## src/rtl/fn_port_pkg.sv

```systemverilog
// Package: shared indices and constants for the address-strobed function decoder.
// Assumes: function strobes are packed LSB-first from the lowest function address bit.
package fn_port_pkg;
    // Number of address-decoded function strobes
    localparam int N_FN     = 4;
    // Strobe vector slot for each function, ordered by address bit
    localparam int FN_STEP  = 0;   // address bit FN_LSB + 0
    localparam int FN_TCLR  = 1;   // address bit FN_LSB + 1
    localparam int FN_HCLR  = 2;   // address bit FN_LSB + 2
    localparam int FN_TGO   = 3;   // address bit FN_LSB + 3

    // Kind of bus cycle an access detector qualifies
    typedef enum logic [1:0] {
        ACC_RD_ONLY = 2'b01,
        ACC_WR_ONLY = 2'b10,
        ACC_RD_WR   = 2'b11
    } acc_kind_e;
endpackage

```

## src/rtl/port_access_edge.sv

```systemverilog
// Module: port_access_edge
// Detects the start of an I/O access to one port. The access is the port select,
// an extra qualifier and an allowed bus cycle kind, all high together. 'first' is
// high combinationally in the first cycle of an access, so a consumer that
// registers it reacts once per access.
// Assumes: inputs are synchronous to clk.
module port_access_edge
    import fn_port_pkg::*;
#(
    parameter acc_kind_e KIND = ACC_RD_WR
) (
    input  logic clk,
    input  logic rst_n,
    input  logic sel,
    input  logic qual,
    input  logic rd,
    input  logic wr,
    output logic active,
    output logic first
);
    logic cyc_ok;
    logic active_q;

    // Select which bus cycle kinds count for this port
    generate
        if (KIND == ACC_RD_ONLY) begin : g_rd
            assign cyc_ok = rd;
        end else if (KIND == ACC_WR_ONLY) begin : g_wr
            assign cyc_ok = wr;
        end else begin : g_rw
            assign cyc_ok = rd | wr;
        end
    endgenerate

    // Qualified access presence
    always_comb begin
        active = sel & qual & cyc_ok;
    end

    // Remember the access state of the previous cycle
    always_ff @(posedge clk) begin
        if (!rst_n) active_q <= 1'b0;
        else        active_q <= active;
    end

    // First cycle of the access
    always_comb begin
        first = active & ~active_q;
    end
endmodule

```

## src/rtl/fn_strobe_bank.sv

```systemverilog
// Module: fn_strobe_bank
// Turns a group of address bits into registered one-clock strobes. Each strobe
// fires when 'fire' is high and its own address bit is set.
// Assumes: 'fire' is high for at most one cycle per access.
module fn_strobe_bank #(
    parameter int ADDR_W = 8,
    parameter int FN_LSB = 3,
    parameter int N_FN   = 4
) (
    input  logic              clk,
    input  logic              rst_n,
    input  logic              fire,
    input  logic [ADDR_W-1:0] addr,
    output logic [N_FN-1:0]   stb
);
    localparam int FN_MSB = FN_LSB + N_FN - 1;

    // One register per function bit
    generate
        for (genvar i = 0; i < N_FN; i++) begin : g_fn
            // Capture the strobe for this function bit
            always_ff @(posedge clk) begin
                if (!rst_n) stb[i] <= 1'b0;
                else        stb[i] <= fire & addr[FN_LSB + i];
            end
        end
    endgenerate

    // The function field must fit in the address bus
    initial begin
        if (FN_MSB >= ADDR_W) $error("function field exceeds address width");
    end
endmodule

```

## src/rtl/wait_gen.sv

```systemverilog
// Module: wait_gen
// Holds the processor in a wait while a status read is pending and the
// formatter has not yet raised its data request or interrupt.
// Assumes: the read stays active while the processor is held. A read that
// ends also ends its wait.
module wait_gen (
    input  logic clk,
    input  logic rst_n,
    input  logic rd_active,
    input  logic rd_first,
    input  logic drq,
    input  logic irq,
    output logic wait_o
);
    logic ready;
    logic wait_d;

    // Formatter has something for the processor
    always_comb begin
        ready = drq | irq;
    end

    // Arm on the first read cycle, hold until ready or the read ends
    always_comb begin
        wait_d = rd_active & ~ready & (rd_first | wait_o);
    end

    // Wait output register
    always_ff @(posedge clk) begin
        if (!rst_n) wait_o <= 1'b0;
        else        wait_o <= wait_d;
    end
endmodule

```

## src/rtl/host_int_latch.sv

```systemverilog
// Module: host_int_latch
// Pending interrupt toward the host. Set by a request, cleared by a strobe.
// A set and a clear in the same cycle leave it set, so no request is lost.
// Assumes: inputs are synchronous to clk.
module host_int_latch (
    input  logic clk,
    input  logic rst_n,
    input  logic set_i,
    input  logic clr_i,
    output logic pend
);
    // Latch update with set priority
    always_ff @(posedge clk) begin
        if (!rst_n)     pend <= 1'b0;
        else if (set_i) pend <= 1'b1;
        else if (clr_i) pend <= 1'b0;
    end
endmodule

```

## src/rtl/fn_port_decoder.sv

```systemverilog
// Module: fn_port_decoder (top)
// Decodes control-port accesses into address-carried function strobes.
// Stalls status-port reads that carry the wait bit until the formatter is ready.
// Keeps the host interrupt latch.
// Assumes: all inputs are synchronous to clk. The reset is synchronous, active low.
module fn_port_decoder
    import fn_port_pkg::*;
#(
    parameter int ADDR_W   = 8,
    parameter int FN_LSB   = 3,
    parameter int WAIT_BIT = 7
) (
    input  logic              clk,
    input  logic              rst_n,
    input  logic [ADDR_W-1:0] addr,
    input  logic              io_rd,
    input  logic              io_wr,
    input  logic              ctl_sel,
    input  logic              sts_sel,
    input  logic              fmt_drq,
    input  logic              fmt_irq,
    input  logic              host_req,
    output logic              step_stb,
    output logic              tmr_clr_stb,
    output logic              hint_clr_stb,
    output logic              tmr_go_stb,
    output logic              wait_req,
    output logic              host_int
);
    logic            ctl_active, ctl_first;
    logic            sts_active, sts_first;
    logic [N_FN-1:0] fn_stb;

    // Control port: any read or write starts a function access
    port_access_edge #(.KIND(ACC_RD_WR)) u_ctl_edge (
        .clk    (clk),
        .rst_n  (rst_n),
        .sel    (ctl_sel),
        .qual   (1'b1),
        .rd     (io_rd),
        .wr     (io_wr),
        .active (ctl_active),
        .first  (ctl_first)
    );

    // Status port: only a read with the wait bit set is a wait candidate
    port_access_edge #(.KIND(ACC_RD_ONLY)) u_sts_edge (
        .clk    (clk),
        .rst_n  (rst_n),
        .sel    (sts_sel),
        .qual   (addr[WAIT_BIT]),
        .rd     (io_rd),
        .wr     (io_wr),
        .active (sts_active),
        .first  (sts_first)
    );

    fn_strobe_bank #(
        .ADDR_W (ADDR_W),
        .FN_LSB (FN_LSB),
        .N_FN   (N_FN)
    ) u_strobes (
        .clk   (clk),
        .rst_n (rst_n),
        .fire  (ctl_first),
        .addr  (addr),
        .stb   (fn_stb)
    );

    wait_gen u_wait (
        .clk       (clk),
        .rst_n     (rst_n),
        .rd_active (sts_active),
        .rd_first  (sts_first),
        .drq       (fmt_drq),
        .irq       (fmt_irq),
        .wait_o    (wait_req)
    );

    host_int_latch u_hint (
        .clk   (clk),
        .rst_n (rst_n),
        .set_i (host_req),
        .clr_i (fn_stb[FN_HCLR]),
        .pend  (host_int)
    );

    // Map strobe slots to named outputs
    always_comb begin
        step_stb     = fn_stb[FN_STEP];
        tmr_clr_stb  = fn_stb[FN_TCLR];
        hint_clr_stb = fn_stb[FN_HCLR];
        tmr_go_stb   = fn_stb[FN_TGO];
    end

    // Wait bit must not overlap the function field
    initial begin
        if (WAIT_BIT >= FN_LSB && WAIT_BIT < FN_LSB + N_FN)
            $error("wait bit overlaps the function field");
    end
endmodule

```

## config.mk

```make
export PLATFORM = sky130hd
export DESIGN_NAME = fn_port_decoder
export DESIGN_NICKNAME = d
export VERILOG_FILES = /design/src/rtl/fn_port_pkg.sv /design/src/rtl/port_access_edge.sv /design/src/rtl/fn_strobe_bank.sv /design/src/rtl/wait_gen.sv /design/src/rtl/host_int_latch.sv /design/src/rtl/fn_port_decoder.sv
export SDC_FILE = /design/constraint.sdc
export NUM_CORES = 1
export LEC_CHECK = 0
export BUFFER_PORTS_ARGS = -buffer_cell sky130_fd_sc_hd__buf_2
export CAP_MARGIN = 0
export CORE_AREA = 2 2 39 41
export CTS_CLUSTER_DIAMETER = 30
export DETAILED_ROUTE_END_ITERATION = 10
export DIE_AREA = 0 0 41 43
export GPL_TIMING_DRIVEN = 0
export PLACE_DENSITY = 0.43
export REMOVE_ABC_BUFFERS = 1
export SKIP_CTS_REPAIR_TIMING = 1
export SYNTH_ARGS = -nofsm -noshare
export SYNTH_HDL_FRONTEND = slang
export SYNTH_SLANG_ARGS = --single-unit
```

## constraint.sdc

```tcl
create_clock -name clk -period 1.7 [get_ports clk]
set_input_delay 0.085 -clock clk [delete_from_list [all_inputs] [get_ports clk]]
set_output_delay 0.085 -clock clk [all_outputs]
set_load 0.02 [all_outputs]
```

==> impl_metrics.ini <==
[detailed_routing]
firstDrtPassIters = 1
routedWlPerCell_um = 9.737
routed_via_density = 3.737
dr.first_iter.drc_count = 0
vias = 213
drc = 0
drt_wl_total_um = 555
ant_nets = 0

[yosys]
ys_seq_elements = 8
syn_area_um2 = 254.0
yosys_warnings = 0
syn_area_per_cell_um2 = 13.37
netlist_instances = 19
ys_types = 8
seq_area_frac_synth = 0.6305

[run_status]
status = completed

[global_routing]
grt_pass1_wl_um = 876
antenna_found_initial = 0
grt_max_degree = 6
grt_pass1_vias = 241
grt_usage = 0.08274
overflow = 0

[placed_design]
place_inst = 54
io_buffers = 19
routabilityCongestion = 0.5180
hpwl_um = 490.6
post_dp_cell_area_um2 = 369.1

[sta]
setup_violations = 0
maxSlewViolCount = 0
rsz0062_at_grt = no
finalHoldViolCount = 0
fmaxAchievable_mhz = 1228
fin_crit_ns = 0.8141
setup_tns_ns = 0
max_slew.worst_pin.slew_ns = 0.4112
finalCritPeriodShare = 0.4789
slew_headroom = 0.7247
clock_skew_ns = 0.004038

[floorplan]
io_pins = 23
coreArea_um2 = 1384
start_util = 0.1835
die_w_um = 41
rows = 14
fp.dieArea_um2 = 1763
die_h_um = 43

[critical_path]
critPathSlowestCell = dfxtp_1
slowest_delay_ns = 0.32
cp.depth = 1
arrival_ns = 0.73
crit_fanout = 2
path_delay_family = flip-flops
timing.reg2reg.worst_path_depth = 2
worstPathBufferInverterCount = 1
critical_path_class = reg -> out
worst_setup_path_end_kind = output pin
start_kind = flip-flop
required_ns = 1.62
cp_cell_sequence = buf_2

[pwr]
p_per_area_nw_per_um2 = 950.9
peakVddDrop_uv = 231.8
p_leak_nw = 0.1909
total_power_mw = 0.3724

[final_layout]
stdcell_count = 57
design_area_um2 = 391.6
fin_util = 0.2830
insertedDiodeCount = 0
area_delta_synth_final_pct = 54.19
nets = 60
drive_above_1_share = 0.5610
layout_commonest_cell = buf_2
layout_common_cells = buf_2, dfxtp_1, nor3b_1

[cts]
clkSinkCount = 8
cts_inserted_buffers = 3
htreeDepth = 1
clkLatencyLatePin_ns = 0.24
cts_tree = built
path_clk_slew_ns = 0.05
cts_root_buf = clkbuf_4
clockBufferDepth = 2

[hold_path]
holdPathStages = 2
hold_class = in -> reg

[run]
drv_cap = 0
[registers in the layout (all words and copies together), names as in the netlist]
name,flops
u_ctl_edge.active_q,1
u_hint.pend,1
u_strobes.stb,4
u_sts_edge.active_q,1
u_wait.wait_o,1
[power breakdown]
| part | total, mW | leakage (nW) | switching [mW] | internal [mW] |
|---|---|---|---|---|
| combinational | 0.0382 | 0.112 | 0.0180 | 0.0202 |
| sequential | 0.198 | 0.0655 | 0.00284 | 0.195 |
| clock | 0.136 | 0.0138 | 0.0561 | 0.0802 |
| total | 0.372 | 0.191 | 0.0769 | 0.295 |
[cells in the mapped netlist]
master    n  area share
o21a_1    1       0.030
o211ai_1  1       0.030
nor2b_1   2       0.049
and4_1    1       0.034
inv_1     1       0.015
nor4b_4   1       0.094
dfxtp_1   8        0.63
nor3b_1   4        0.12
[layout make-up]
cell class	count	area (um^2)
clock buffers	3	22.52
multi-input cells	10	90.09
repair buffers	19	95.09
flip-flops and latches	8	160.2
inverters	1	3.754
well taps	16	20.02
fillers	158	992.2
[per-layer routing]
layer	track usage	vias to the layer above	wire, um
met4	0.1200	0	0
met2	0.1375	4	361
met5	0	-	0
met3	0.01571	0	19
met1	0.05556	98	175
li1	-	111	-
[kinds of logic (layout without fill, tap and decap cells)]
kind of cell | Yosys count | count (layout) | share of synthesized area
flops | 8 | 8 | 0.6305
simple gates | 8 | 8 | 0.2956
compound gates | 2 | 2 | 0.05914
buf+inv | 1 | 23 | 0.01476
[worst paths after layout]
check | from | endpoint | slack, ns
hold reg to reg | u_ctl_edge.active_q$_SDFF_PN0_ | u_strobes.stb[1]$_SDFF_PN0_ | 0.48
setup / recovery | u_wait.wait_o$_SDFF_PN0_ | wait_req | 0.89
hold / removal | fmt_irq | u_wait.wait_o$_SDFF_PN0_ | 0.03
setup reg to reg | u_sts_edge.active_q$_SDFF_PN0_ | u_wait.wait_o$_SDFF_PN0_ | 0.98
[per-stage QoR]
step / hold WS (ns) / worst slack (ns)
CTS: 0.02081 / 0.8648
global route: 0.01456 / 0.8370
floorplan: 0.1561 / 0.9086
finish: 0.02960 / 0.8859
detailed placement: 0.2894 / 0.8601
global placement: 0.2791 / 0.9090
Note: power is estimated with default switching activity, not from simulation.
